## src/rtl/uart_brk_tx_pkg.sv

```systemverilog
package uart_brk_tx_pkg;
  typedef enum logic [1:0] {
    TX_IDLE = 2'd0,
    TX_DATA = 2'd1,
    TX_BRK  = 2'd2,
    TX_MARK = 2'd3
  } tx_state_e;
endpackage

```

## src/rtl/uart_brk_tx_fifo.sv

```systemverilog
module uart_brk_tx_fifo #(
  parameter int W     = 8,
  parameter int DEPTH = 16,
  localparam int CW   = $clog2(DEPTH + 1)
) (
  input  logic          clk_i,
  input  logic          rst_ni,
  input  logic          push_i,
  input  logic [W-1:0]  data_i,
  input  logic          pop_i,
  output logic [W-1:0]  data_o,
  output logic          empty_o,
  output logic          full_o,
  output logic [CW-1:0] cnt_o
);
  localparam int AW = (DEPTH > 1) ? $clog2(DEPTH) : 1;

  logic [W-1:0]  mem_q [DEPTH];
  logic [AW-1:0] wr_ptr_q, rd_ptr_q;
  logic [CW-1:0] cnt_q;
  logic          do_push, do_pop;

  assign empty_o = (cnt_q == '0);
  assign full_o  = (cnt_q == CW'(DEPTH));
  assign cnt_o   = cnt_q;
  assign data_o  = mem_q[rd_ptr_q];
  assign do_push = push_i && !full_o;
  assign do_pop  = pop_i && !empty_o;

  function automatic logic [AW-1:0] nxt(input logic [AW-1:0] p);
    return (p == AW'(DEPTH - 1)) ? '0 : p + 1'b1;
  endfunction

  always_ff @(posedge clk_i or negedge rst_ni) begin
    if (!rst_ni) begin
      wr_ptr_q <= '0;
      rd_ptr_q <= '0;
      cnt_q    <= '0;
    end else begin
      if (do_push) wr_ptr_q <= nxt(wr_ptr_q);
      if (do_pop)  rd_ptr_q <= nxt(rd_ptr_q);
      if (do_push && !do_pop)      cnt_q <= cnt_q + 1'b1;
      else if (do_pop && !do_push) cnt_q <= cnt_q - 1'b1;
    end
  end

  always_ff @(posedge clk_i) begin
    if (do_push) mem_q[wr_ptr_q] <= data_i;
  end
endmodule

```

## src/rtl/uart_brk_tx_shifter.sv

```systemverilog
module uart_brk_tx_shifter
  import uart_brk_tx_pkg::*;
#(
  parameter int W = 8
) (
  input  logic         clk_i,
  input  logic         rst_ni,
  input  logic         tick_i,
  input  logic         avail_i,
  input  logic [W-1:0] data_i,
  output logic         pop_o,
  input  logic         brk_start_i,
  input  logic         brk_stop_i,
  output logic         txd_o,
  output logic         idle_o
);
  localparam int FW = W + 2;
  localparam int NW = $clog2(FW);

  tx_state_e     state_q;
  logic [FW-1:0] frame_q;
  logic [NW-1:0] bit_q;
  logic          brk_req_q;
  logic          mark_q;
  logic          last_bit;

  assign last_bit = (bit_q == NW'(FW - 1));
  // queued data always beats a pending break
  assign pop_o    = tick_i && avail_i &&
                    ((state_q == TX_IDLE) || (state_q == TX_DATA && last_bit));
  assign txd_o    = (state_q == TX_DATA) ? frame_q[0] : (state_q != TX_BRK);
  assign idle_o   = (state_q == TX_IDLE);

  always_ff @(posedge clk_i or negedge rst_ni) begin
    if (!rst_ni) begin
      state_q   <= TX_IDLE;
      frame_q   <= '1;
      bit_q     <= '0;
      brk_req_q <= 1'b0;
      mark_q    <= 1'b0;
    end else begin
      if (brk_stop_i)       brk_req_q <= 1'b0;
      else if (brk_start_i) brk_req_q <= 1'b1;

      if (pop_o) begin
        state_q <= TX_DATA;
        frame_q <= {1'b1, data_i, 1'b0};
        bit_q   <= '0;
      end else begin
        unique case (state_q)
          TX_IDLE: if (tick_i && brk_req_q && !brk_stop_i) state_q <= TX_BRK;
          TX_DATA: if (tick_i) begin
            if (last_bit) state_q <= (brk_req_q && !brk_stop_i) ? TX_BRK : TX_IDLE;
            else begin
              frame_q <= {1'b1, frame_q[FW-1:1]};
              bit_q   <= bit_q + 1'b1;
            end
          end
          TX_BRK: if (brk_stop_i) begin
            state_q <= TX_MARK;
            mark_q  <= 1'b0;
          end
          // two ticks guarantee one whole bit interval of marking
          TX_MARK: if (tick_i) begin
            if (mark_q) state_q <= TX_IDLE;
            mark_q <= 1'b1;
          end
          default: state_q <= TX_IDLE;
        endcase
      end
    end
  end
endmodule

```

## src/rtl/uart_brk_tx.sv

```systemverilog
module uart_brk_tx #(
  parameter int DATA_W     = 8,
  parameter int FIFO_DEPTH = 16
) (
  input  logic              clk_i,
  input  logic              rst_ni,
  input  logic              wr_en_i,
  input  logic [DATA_W-1:0] wr_data_i,
  input  logic              en_i,
  input  logic              dis_i,
  input  logic              brk_start_i,
  input  logic              brk_stop_i,
  input  logic              tick_i,
  output logic              txd_o,
  output logic              tx_rdy_o,
  output logic              tx_emt_o
);
  localparam int CW = $clog2(FIFO_DEPTH + 1);

  logic              enabled_q;
  logic              fifo_empty, fifo_full, pop;
  logic [DATA_W-1:0] head;
  logic [CW-1:0]     fifo_cnt;
  logic              sh_idle;

  always_ff @(posedge clk_i or negedge rst_ni) begin
    if (!rst_ni)    enabled_q <= 1'b0;
    else if (dis_i) enabled_q <= 1'b0;
    else if (en_i)  enabled_q <= 1'b1;
  end

  uart_brk_tx_fifo #(.W(DATA_W), .DEPTH(FIFO_DEPTH)) u_fifo (
    .clk_i   (clk_i),
    .rst_ni  (rst_ni),
    .push_i  (wr_en_i && enabled_q),
    .data_i  (wr_data_i),
    .pop_i   (pop),
    .data_o  (head),
    .empty_o (fifo_empty),
    .full_o  (fifo_full),
    .cnt_o   (fifo_cnt)
  );

  uart_brk_tx_shifter #(.W(DATA_W)) u_shift (
    .clk_i       (clk_i),
    .rst_ni      (rst_ni),
    .tick_i      (tick_i),
    .avail_i     (!fifo_empty),
    .data_i      (head),
    .pop_o       (pop),
    .brk_start_i (brk_start_i && enabled_q),
    .brk_stop_i  (brk_stop_i),
    .txd_o       (txd_o),
    .idle_o      (sh_idle)
  );

  assign tx_rdy_o = enabled_q && !fifo_full;
  assign tx_emt_o = enabled_q && fifo_empty && sh_idle;
endmodule

```

## config.mk

```make
export PLATFORM = sky130hd
export DESIGN_NAME = uart_brk_tx
export DESIGN_NICKNAME = d
export VERILOG_FILES = /design/src/rtl/uart_brk_tx_pkg.sv /design/src/rtl/uart_brk_tx_fifo.sv /design/src/rtl/uart_brk_tx_shifter.sv /design/src/rtl/uart_brk_tx.sv
export SDC_FILE = /design/constraint.sdc
export NUM_CORES = 1
export LEC_CHECK = 0
export ABC_AREA = 1
export BUFFER_PORTS_ARGS = -buffer_cell sky130_fd_sc_hd__clkbuf_2
export CORE_ASPECT_RATIO = 1.1
export CORE_MARGIN = 4
export CORE_UTILIZATION = 65
export CTS_BUF_LIST = sky130_fd_sc_hd__clkbuf_16
export DETAILED_ROUTE_END_ITERATION = 7
export GPL_TIMING_DRIVEN = 0
export PLACE_DENSITY = 0.83
export SYNTH_ARGS = -nofsm -noshare
export SYNTH_HDL_FRONTEND = slang
export SYNTH_SLANG_ARGS = --single-unit
```

## constraint.sdc

```tcl
create_clock -name clk_i -period 6.5 [get_ports clk_i]
set_input_delay 1.3 -clock clk_i [delete_from_list [all_inputs] [get_ports clk_i]]
set_output_delay 1.3 -clock clk_i [all_outputs]
set_load 0.02 [all_outputs]
```

[After elaboration in Yosys (flattened, before gate mapping)]
Memories as Yosys holds them, arrays and structs flattened.
Index checks and enable logic that the tools add are counted.
Storage, ports and cells
  memories: 1
  memory bits (writable): 128
  word-level logic and storage cells: 96
  register bits after elaboration: 32
Memories
  u_fifo.mem_q: depth 16, bits a word 8, read ports 1, clocked after Yosys merged registers in 0, wr ports 1, line uart_brk_tx_fifo.sv:18  | logic [W-1:0] mem_q [DEPTH];
Operators by class
  eq/ne operators: 17
  bitwise logic cells: 1
  reduce and logical (&&, ||, !) cells: 32
  muxes and demuxes: 31
  add/subtract/negate cells: 5
Operators with widths (number)
  two-way mux 10 bit: 4
  two-way mux 4 bit: 6
  two-way mux 2 bit: 8
  logical AND 1 bit: 15
  adder 4 x 1 -> 4 bit, second input constant: 3
  == test 4 bit, second input constant: 3
  nonzero test 2 bit: 6
  two-way mux 5 bit: 2
  two-way mux 1 bit: 9
  inequality test 3 bit, second input constant: 3
  inequality test 2 bit, second input constant: 4
  case mux 2 bit (4 select lines): 1
  inequality test 3 x 2 -> 1 bit, second input constant: 2
  AND reduction 6 bit: 1
  adder 5 x 1 -> 5 bit, second input constant: 1
  == test 5 bit, second input constant: 1
  zero test 1 bit: 5
  zero test 5 bit: 1
  subtractor 5 x 1 -> 5 bit, second input constant: 1
  == test 2 bit, second input constant: 2
  AND reduction 4 bit: 1
  inequality test 3 x 1 -> 1 bit, second input constant: 1
  AND reduction 3 bit: 1
  == test 2 x 1 -> 1 bit, second input constant: 1
  4 further kinds: 4

[Longest topological paths before layout]
Gate-level depths: netlist of run 1.
  word-level depth: 8
  gate-level depth with buffers: 17
  depth with buffers taken out: 16

[Modules after synthesis]
Synthesis of run 1 repeated with hierarchy kept, for this count alone.
Unflattened totals
  cells, all modules: 815
  area total of the unflattened synthesis: 7573.5 um2
Modules (own cells, without submodules)
  uart_brk_tx_fifo: cells each 673, times used 1, area an instance 6459.9 um2, seq. area each 4169.0 um2
  uart_brk_tx_shifter: cells each 130, times used 1, area an instance 1047.3 um2, seq. area each 436.7 um2
  uart_brk_tx: cells each 12, times used 1, area an instance 66.3 um2, seq. area each 25.0 um2

[Worst setup path before layout of run 1]
Ideal clock, no wire load.
  path type: in2reg
  start point: in tick_i
  end point: reg u_fifo.cnt_q[4] (netlist: u_fifo.cnt_o[4])
  path slack: 3.504 ns
  arrival time: 2.875 ns
  required time: 6.379 ns
  buffers on the path: 1
  library setup time: 0.121 ns
  stages: 13
  cells stage by stage: nand2_2 -> inv_1 -> nand2_2 -> buf_6 -> ha_1 -> inv_1 -> ha_1 -> a21oi_1 -> o21ai_0 -> a21oi_1 -> o21ai_0 -> nand2_1 -> nand2_1
Between the ends
  longest elaborated chain between the ends: 6
  elaborated cells between the ends (all ways): 8
  those cells by class: 1 x mux; 7 x reduce/logical
Ends and longest elaborated chain
  from (decl): line uart_brk_tx.sv:13  | input logic tick_i,
  logical AND 1 bit * (2 in series): line uart_brk_tx_shifter.sv:29  | assign pop_o = tick_i && avail_i &&
  logical AND 1 bit *: line uart_brk_tx_fifo.sv:28  | assign do_pop = pop_i && !empty_o;
  zero test 1 bit: line uart_brk_tx_fifo.sv:42  | if (do_push && !do_pop) cnt_q <= cnt_q + 1'b1;
  logical AND 1 bit: line uart_brk_tx_fifo.sv:42
  two-way mux 5 bit or nonzero test 2 bit (tied branches)
  to (signal assigned): line uart_brk_tx_fifo.sv:42
  to (signal assigned): line uart_brk_tx_fifo.sv:43  | else if (do_pop && !do_push) cnt_q <= cnt_q - 1'b1;
  to (decl): line uart_brk_tx_fifo.sv:20  | logic [CW-1:0] cnt_q;
Every way passes the cells marked *; elsewhere a longest branch is shown, timed or not.
A chain may end at the register's enable or synchronous reset.

[Worst setup path after layout of run 1]
Same ends and word-level chain as after synthesis.

==> results.txt, run 1 <==
Status: finished clean
FP Rows: 39
DIE HEIGHT: 118 µm
# clock sinks: 159
Area of the mapped netlist: 7180 µm²
Top Ports: 19
Power Density: 441 nW/µm²
Residual DRC: 0
CORE AREA: 10600 µm²
Initial antenna violation count: 0
Min Tclk post-route: 3.08 ns
Starting DRT DRC Count: 550
Synth top area share: 53.5%
M1 GR Usage: 35.5%
Slew Viols, Final: 0
Worst Hold End: u_shift.frame_q[4]$_DFFE_PN1P_
Worst slew margin: 42.8%
Dpl hpwl: 10.6 mm
Via-per-instance ratio: 5.79
Crit end category: register
Peak supply drop: 0.312 mV
Cell Chain, Critical Path: clkbuf_2 > nand2_2 > inv_1 > nand2_2 > buf_6 > ha_1 > inv_1 > ha_1 > a21oi_1 > o21ai_0 > a21oi_1 > o21ai_0 > nand2_1 > nand2_1
Async SR Flop Fraction: 19.5%
Area Overhead vs Synth: 12.1%
First-pass GRT wire length: 26.5 mm
Setup_tns: 0 ns
Routability Congestion: 0.885
Path depth of the worst reg2reg path: 17
TritonCTS clock tree: done
R2r endpoint: u_fifo.cnt_o[4]$_DFFE_PN0P_
H-tree lvl count: 4
Antenna Cells: 0
FF+latch count, synth: 159
Largest net degree at the start of global routing: 32
Final ANT Viol Nets: 0
Starting Density: 67.8%
Largest cells by area after synthesis: edfxtp_1 (54%), nand2_1 (12%), dfrtp_1 (7.7%)
Setup Skew: 0.00999 ns
Port Buf Inserts: 18
Post-CTS resize count: 0
CP Data Required Time: 6.82 ns
Syn nets: 747
DIE AREA: 12800 µm²
Most used flip-flop cell after synthesis: edfxtp_1
RSZ-0062 raised after global routing: no
R2R Setup Slk: 3.65 ns
Crit path buffers/inverters: 4
DR vias: 5272
Top post-synthesis cells by count: nand2_1 (235), edfxtp_1 (128), nand3_1 (82)
# fillers: 678
Leakage: 3.41 nW
Fmax: 0.325 GHz
WL/cell: 18.1 µm
Total track usage: 27.6%
Syn. warnings: 0
Setup Fix Bufs, Post-CTS: 0
Max clock buf depth: 2
Vias in the first global route: 5180
Global route total overflow: 0
Power, Total: 3.55 mW
Most frequent cell after synthesis: nand2_1
Chip Width: 108 µm
Hold-fix buffers, CTS: 0
Post-synthesis sequential area ratio: 64.5%
DRT Pass-1 Iters: 6
# setup viols final: 0
Max FO, Critical Path: 10
Avg Inst Size Synth: 10.0 µm²
Startpoint types: input port
Hold Path Class: reg -> reg
Crit path DAT: 3.40 ns
Min-delay src: u_shift.frame_q[4]$_DFFE_PN1P_
Setup CP Type: in -> reg
Routing usage on met3: 5.51%
Hold Crit Depth: 2
Distinct cells, synth: 32
CP max stage cell: ha_1
Total of max-cap violations: 0
CTS clk-pin slew, worst paths: 0.06 ns
Gr busiest metal: met2
Synth Instances: 718
Final worst-path cycle share: 47.4%
Post-synth EDFFs: 128
Worst hold slack: 0.468 ns
Hold Vio Cnt, Final: 0
Layout cells sized above 1: 12.2%
Delay-heaviest family, CP: buffers and inverters
Clk Latency, worst-skew pair: 0.43 ns
Yosys top cell by area: edfxtp_1
Cts bufs inserted: 17
Reg2reg start: u_shift.bit_q[1]$_DFFE_PN0P_
Worst slew pin tran: 0.858 ns
Max stage delay on crit path: 0.31 ns
Met2 usage: 45.0%
Clock Tree Root: clkbuf_16
Final #Nets: 784
WL final: 16.5 mm
-- through the flow --
step / worst slack, ns / cells / util [%] / area, µm²
after floorplan: 3.50 / 718 / - / 7180
after global routing: 3.28 / 911 / 76.0 / 8050
after detailed placement: 3.03 / 879 / 70.3 / 7450
final: 3.42 / 911 / 76.0 / 8050
after CTS: 3.45 / 911 / 76.0 / 8050
after global placement: 3.11 / 879 / 70.3 / 7450
-- power breakdown --
| group | internal, mW | leakage (nW) | total [mW] | switching [mW] |
|---|---|---|---|---|
| sequential | 1.23 | 1.52 | 1.32 | 0.0894 |
| clock | 0.633 | 0.298 | 1.02 | 0.384 |
| combinational | 0.379 | 1.59 | 1.21 | 0.832 |
-- cell families (layout without fill, tap and decap cells) --
logic type | count (synthesis) | after routing | synth area share, %
xor+xnor | 8 | 8 | 0.976
mux | 1 | 1 | 0.157
buf+inv | 96 | 146 | 5.73
compound gates | 37 | 37 | 3.02
simple gates | 404 | 404 | 23.2
flops | 159 | 159 | 64.5
fa+ha+maj | 13 | 13 | 2.37
-- worst register-to-register path: stages (launching register included) --
cell     delay (ns)
dfrtp_1        0.40
inv_1          0.08
ha_1           0.13
nand2_1        0.07
nor2_1         0.12
nor2_2         0.07
nor2_1         0.14
nand2_2        0.11
buf_6          0.16
ha_1           0.23
inv_1          0.19
ha_1           0.31
a21oi_1        0.14
o21ai_0        0.16
a21oi_1        0.20
o21ai_0        0.12
nand2_1        0.08
nand2_1        0.04
-- flip-flops by register name, summed over array words and instances (netlist names) --
register	flops
u_shift.state_q	2
enabled_q	1
u_shift.brk_req_q	1
u_fifo.mem_q	128
u_shift.frame_q	9
u_shift.bit_q	4
u_fifo.cnt_o	5
u_fifo.wr_ptr_q	4
u_fifo.rd_ptr_q	4
u_shift.mark_q	1
-- cell type report --
class | instances | area, µm² | share of cell area, %
clock buffers | 17 | 425 | 5.29
well taps | 143 | 179 | 2.22
clock inverters | 15 | 176 | 2.19
multi-input cells | 463 | 2140 | 26.5
plain buffers | 25 | 145 | 1.80
repair buffers | 18 | 90.1 | 1.12
inverters | 71 | 267 | 3.31
flip-flops and latches | 159 | 4630 | 57.5
-- layout by cell type, fill, tap and decap left out, types with 3 or more instances in the layout --
master,n
a21oi_1,6
buf_2,11
buf_4,4
buf_6,3
bufinv_16,4
clkbuf_1,5
clkbuf_16,17
clkbuf_2,18
clkinv_1,4
clkinv_2,6
dfrtp_1,22
dfstp_2,9
edfxtp_1,128
ha_1,12
inv_1,65
inv_2,5
nand2_1,235
nand2_2,3
nand3_1,82
nand4_1,3
nor2_1,72
nor2_2,3
o21ai_0,25
xor2_1,7
-- routing by layer --
| layer | vias up | part of all wire (%) |
|---|---|---|
| met5 | - | 0 |
| met4 | 0 | 3.6 |
| met3 | 54 | 8.9 |
| met2 | 312 | 50 |
| met1 | 2469 | 37 |
| li1 | 2437 | - |
-- worst max-delay path by stage --
stage          cells after the start    from                     endpoint  slack, ns
2_1_floorplan                     13  tick_i  u_fifo.cnt_o[4]$_DFFE_PN0P_       3.50
3_3_place_gp                      14  tick_i  u_fifo.cnt_o[4]$_DFFE_PN0P_       3.11
3_5_place_dp                      14  tick_i  u_fifo.cnt_o[4]$_DFFE_PN0P_       3.03
4_1_cts                           14  tick_i  u_fifo.cnt_o[4]$_DFFE_PN0P_       3.45
5_1_grt                           14  tick_i  u_fifo.cnt_o[4]$_DFFE_PN0P_       3.28
6_report                          14  tick_i  u_fifo.cnt_o[4]$_DFFE_PN0P_       3.42
Power figures use the tool's default switching activity.
==> run 2: changes to the inputs <==
CORE_UTILIZATION = 56   (was 65)
PLACE_DENSITY = 0.76   (was 0.83)
clock period = 2.8 ns   (was 6.5 ns; I/O delays follow)
==> run 2 against run 1 <==
Net effect: highest routed layer unchanged; worst hold slack lost 0.25 ns; clock skew shrank 0.0016 ns; global-route usage shrank 4.6 points; worst setup slack lost 3.3 ns; first-iteration DRC count shrank 6.2%; combinational power grew 140%; register-to-register slack lost 3.5 ns; critical endpoint is now u_fifo.cnt_o[3]$_DFFE_PN0P_.
==> results.txt, run 2 (synthesis gave the netlist of run 1 again) <==
Final #Nets: 789
First-pass GRT wire length: 25.2 mm
Most frequent cells in the layout: nand2_1 (235), edfxtp_1 (128), nand3_1 (82)
Reg area: 4630 µm²
Port Buf Inserts: 18
Min Tclk post-route: 2.65 ns
Crit path DAT: 2.96 ns
M1 GR Usage: 29.3%
Leakage: 3.43 nW
Fin util: 64.3%
Residual DRC: 0
Clock Tree Root: clkbuf_16
# fillers: 955
Worst slew pin tran: 0.907 ns
CTS clk-pin slew, worst paths: 0.06 ns
Top Ports: 19
Power Density: 999 nW/µm²
Global route total overflow: 0
Hold-fix buffers, CTS: 0
Cts bufs inserted: 17
DIE AREA: 14700 µm²
WL/cell: 17.4 µm
TritonCTS clock tree: done
Largest net degree at the start of global routing: 32
Antenna Cells: 0
Starting Density: 57.0%
Startpoint types: register
Gr busiest metal: met2
Final std cells w/o fill: 930
Slew Viols, Final: 0
Final ANT Viol Nets: 0
Setup Skew: 0.00838 ns
Routability Congestion: 0.930
DRT Pass-1 Iters: 5
CP Data Required Time: 3.11 ns
Total of max-cap violations: 0
Met2 usage: 38.4%
Setup Slack @ Placement: 0.0384 ns
Dpl cells: 893
Starting DRT DRC Count: 516
Worst slew margin: 39.3%
# setup viols final: 0
DIE HEIGHT: 127 µm
Commonest non-fill, non-tap cell in the layout: nand2_1
Peak supply drop: 0.630 mV
Total track usage: 23.0%
Dpl hpwl: 10.6 mm
Final worst-path cycle share: 94.6%
Status: finished clean
Hold Vio Cnt, Final: 0
Largest Register: u_fifo.mem_q
Setup_tns: 0 ns
Vias in the first global route: 4941
Max clock buf depth: 2
Max FO, Critical Path: 10
DR vias: 5164
Area Overhead vs Synth: 12.7%
Routing usage on met3: 5.06%
# clock sinks: 159
Largest register FFs: 128
Hold Path Class: in -> async
Via-per-instance ratio: 5.55
Area of the multi-input gates: 2180 µm²
Chip Width: 116 µm
Initial antenna violation count: 0
Layout cells sized above 1: 13.2%
FP Rows: 43
WL final: 16.2 mm
H-tree lvl count: 4
Crit end category: register
CORE AREA: 12600 µm²
Setup CP Type: reg -> reg
Crit path setup slack, layout: 0.150 ns
Clk Latency, worst-skew pair: 0.42 ns
Fmax: 0.377 GHz
run 2: path summary, 6_finish.rpt:
check / start / endpoint / slack (ns) / depth (start not counted)
max reg2reg: u_shift.bit_q[1]$_DFFE_PN0P_ / u_fifo.cnt_o[3]$_DFFE_PN0P_ / 0.15 / 16
max: u_shift.bit_q[1]$_DFFE_PN0P_ / u_fifo.cnt_o[3]$_DFFE_PN0P_ / 0.15 / 16
min: rst_ni / u_shift.bit_q[2]$_DFFE_PN0P_ / 0.22 / 1
min in group clk_i: dis_i / enabled_q$_DFFE_PN0P_ / 0.28 / 2
min reg2reg: u_shift.frame_q[6]$_DFFE_PN1P_ / u_shift.frame_q[6]$_DFFE_PN1P_ / 0.47 / 2
max in group asynchronous: rst_ni / u_fifo.wr_ptr_q[0]$_DFFE_PN0P_ / 2.05 / 1
run 2: routing by layer:
metal	part of all wire, %	wire length, µm	vias up
li1	-	-	2434
met1	40	6440	2465
met2	50	8130	227
met3	7.0	1130	38
met4	2.9	475	0
met5	0	0	-
run 2: stage by stage:
step	power (mW)	hold WS [ns]	cell area [µm²]
2_1_floorplan	5.01	0.264	7180
3_3_place_gp	5.71	0.455	7460
3_5_place_dp	5.83	0.457	7460
4_1_cts	7.94	0.245	8010
5_1_grt	8.56	0.278	8090
6_report	8.08	0.215	8090
run 2: report_power, final:
part,internal [mW],switching (mW),leakage [nW],total (mW)
Combinational,0.947,1.92,1.62,2.87
Clock,1.27,0.857,0.286,2.13
Sequential,2.86,0.222,1.52,3.09
run 2: what timing repair did:
action	4_1_cts	5_1_grt
endpoints found under the hold margin	0	0
pin swaps	0	3
setup buffers	0	5
setup endpoints to repair	1	2
resized for setup	1	10
run 2: cell type report:
| cell class | instances | area share (%) |
|---|---|---|
| Sequential cell | 159 | 57.2 |
| Inverter | 71 | 3.29 |
| Clock inverter | 15 | 1.44 |
| Tap cell | 157 | 2.43 |
| Buffer | 25 | 1.84 |
| Multi-Input combinational cell | 463 | 26.9 |
| Clock buffer | 17 | 5.26 |
| Timing Repair Buffer | 23 | 1.58 |
run 2: critical path: stages, from the launching register on:
cell,delay [ns]
dfrtp_1,0.38
inv_1,0.07
ha_1,0.18
nand2_1,0.10
nor2_2,0.04
nor2_2,0.16
nor2_1,0.07
nand2_2,0.08
buf_8,0.14
ha_2,0.21
inv_2,0.10
buf_4,0.15
ha_1,0.28
nand3_1,0.10
nand2_1,0.08
xor2_1,0.15
mux2_2,0.25
==> run 3: changes to the inputs <==
CTS_BUF_LIST = unset   (was sky130_fd_sc_hd__clkbuf_16)
==> run 3 against run 2 <==
Net effect: power rose by 1.3%; utilization rose by 0.24 points; count of clock-buffer cells in the layout rose by 9; clock skew rose by 0.0038 ns.
==> results.txt, run 3 (synthesis gave the netlist of run 1 again) <==
Starting Density: 57.0%
Final worst-path cycle share: 94.7%
H-tree lvl count: 4
Dpl hpwl: 10.6 mm
Setup CP Type: reg -> reg
Layout cells sized above 1: 13.6%
Port Buf Inserts: 18
Worst slew margin: 39.1%
Max FO, Critical Path: 10
Crit path DAT: 2.97 ns
# clock sinks: 159
Total track usage: 23.1%
TritonCTS clock tree: done
# setup viols final: 0
Power Density: 1010 nW/µm²
Peak supply drop: 0.629 mV
Fmax: 0.377 GHz
DRT Pass-1 Iters: 6
Chip Width: 116 µm
Residual DRC: 0
Largest net degree at the start of global routing: 32
CORE AREA: 12600 µm²
Crit end category: register
CP Data Required Time: 3.11 ns
CTS clk-pin slew, worst paths: 0.06 ns
Fin util: 64.5%
Top Ports: 19
FP Rows: 43
Slew Viols, Final: 0
Starting DRT DRC Count: 452
DIE HEIGHT: 127 µm
First-pass GRT wire length: 25.3 mm
Total of max-cap violations: 0
Routability Congestion: 0.930
DR vias: 5148
Crit path setup slack, layout: 0.149 ns
Final #Nets: 789
Setup Slack @ Placement: 0.0384 ns
Max clock buf depth: 2
Hold Path Class: in -> async
Initial antenna violation count: 0
Setup Skew: 0.0122 ns
Worst slew pin tran: 0.910 ns
Hold Vio Cnt, Final: 0
Hold-fix buffers, CTS: 0
Status: finished clean
Final std cells w/o fill: 930
WL final: 16.2 mm
Commonest non-fill, non-tap cell in the layout: nand2_1
Dpl cells: 893
Area Overhead vs Synth: 13.2%
Clock Tree Root: clkbuf_16
Largest register FFs: 128
# fillers: 948
Startpoint types: register
Global route total overflow: 0
DIE AREA: 14700 µm²
Largest Register: u_fifo.mem_q
Min Tclk post-route: 2.65 ns
Via-per-instance ratio: 5.54
Cts bufs inserted: 17
Clk Latency, worst-skew pair: 0.43 ns
Leakage: 3.42 nW
WL/cell: 17.4 µm
Antenna Cells: 0
Most frequent cells in the layout: nand2_1 (235), edfxtp_1 (128), nand3_1 (82)
Final ANT Viol Nets: 0
Vias in the first global route: 4970
==> run 3: cell count changes in the layout (fill, tap and decap cells not counted), sizes merged <==
cell,previous run,this run
clkinv,8,5
clkbuf,40,49
inv,75,69
==> run 3: metal layers <==
metal	wire [µm]	part of all wire (%)	GRT usage, %
met3	953	5.9	5.01
met1	6600	41	29.3
met5	0	0	0
met2	8080	50	38.2
met4	592	3.6	10.2
==> run 3: cell type report <==
cell class	instances	area (µm²)	share of cell area (%)
buffer	25	149	1.83
clock buffer	26	489	6.02
clock inverter	6	82.6	1.02
inverter	71	267	3.28
multi-input combinational	463	2180	26.8
sequential	159	4630	57.0
tap	157	196	2.42
timing repair buffer	23	128	1.57
==> run 3: power breakdown <==
part / internal (mW) / switching (mW) / total, mW / leakage, nW
Combinational: 0.947 / 1.92 / 2.87 / 1.62
Sequential: 2.86 / 0.222 / 3.08 / 1.52
Clock: 1.38 / 0.860 / 2.24 / 0.278
==> run 3: timing repair <==
| action | 4_1_cts | 5_1_grt |
|---|---|---|
| endpoints found under the hold margin | 0 | 0 |
| buffers inserted | 0 | 5 |
| pin swaps | 0 | 3 |
| endpoints found under the setup margin | 1 | 2 |
| resized for setup | 1 | 10 |
| gates cloned | 0 | 0 |
==> run 3: final timing paths <==
path,start,slack (ns),depth (start not counted),to
hold / removal,rst_ni,0.22,1,u_shift.bit_q[2]$_DFFE_PN0P_
hold reg to reg,u_shift.frame_q[6]$_DFFE_PN1P_,0.47,2,u_shift.frame_q[6]$_DFFE_PN1P_
max in group asynchronous,rst_ni,2.06,1,u_fifo.wr_ptr_q[2]$_DFFE_PN0P_
min in group clk_i,dis_i,0.28,2,enabled_q$_DFFE_PN0P_
setup / recovery,u_shift.bit_q[1]$_DFFE_PN0P_,0.15,16,u_fifo.cnt_o[3]$_DFFE_PN0P_
setup reg to reg,u_shift.bit_q[1]$_DFFE_PN0P_,0.15,16,u_fifo.cnt_o[3]$_DFFE_PN0P_
==> run 3: worst max-delay path: stages, from the launching register on <==
cell and delay (ns):
dfrtp_1 0.38, inv_1 0.07, ha_1 0.18, nand2_1 0.10, nor2_2 0.04, nor2_2 0.16, nor2_1 0.07, nand2_2 0.09
buf_8 0.14, ha_2 0.21, inv_2 0.10, buf_4 0.15, ha_1 0.28, nand3_1 0.09, nand2_1 0.08, xor2_1 0.14
mux2_2 0.25
==> run 3: metrics by stage <==
stage	total power [mW]	setup TNS, ns	hold slack (ns)	area, µm²
CTS	8.05	0	0.245	8040
finish	8.19	0	0.219	8120
global placement	5.71	0	0.455	7460
floorplan	5.01	0	0.264	7180
global route	8.68	-0.0266	0.278	8120
detailed placement	5.83	0	0.457	7460
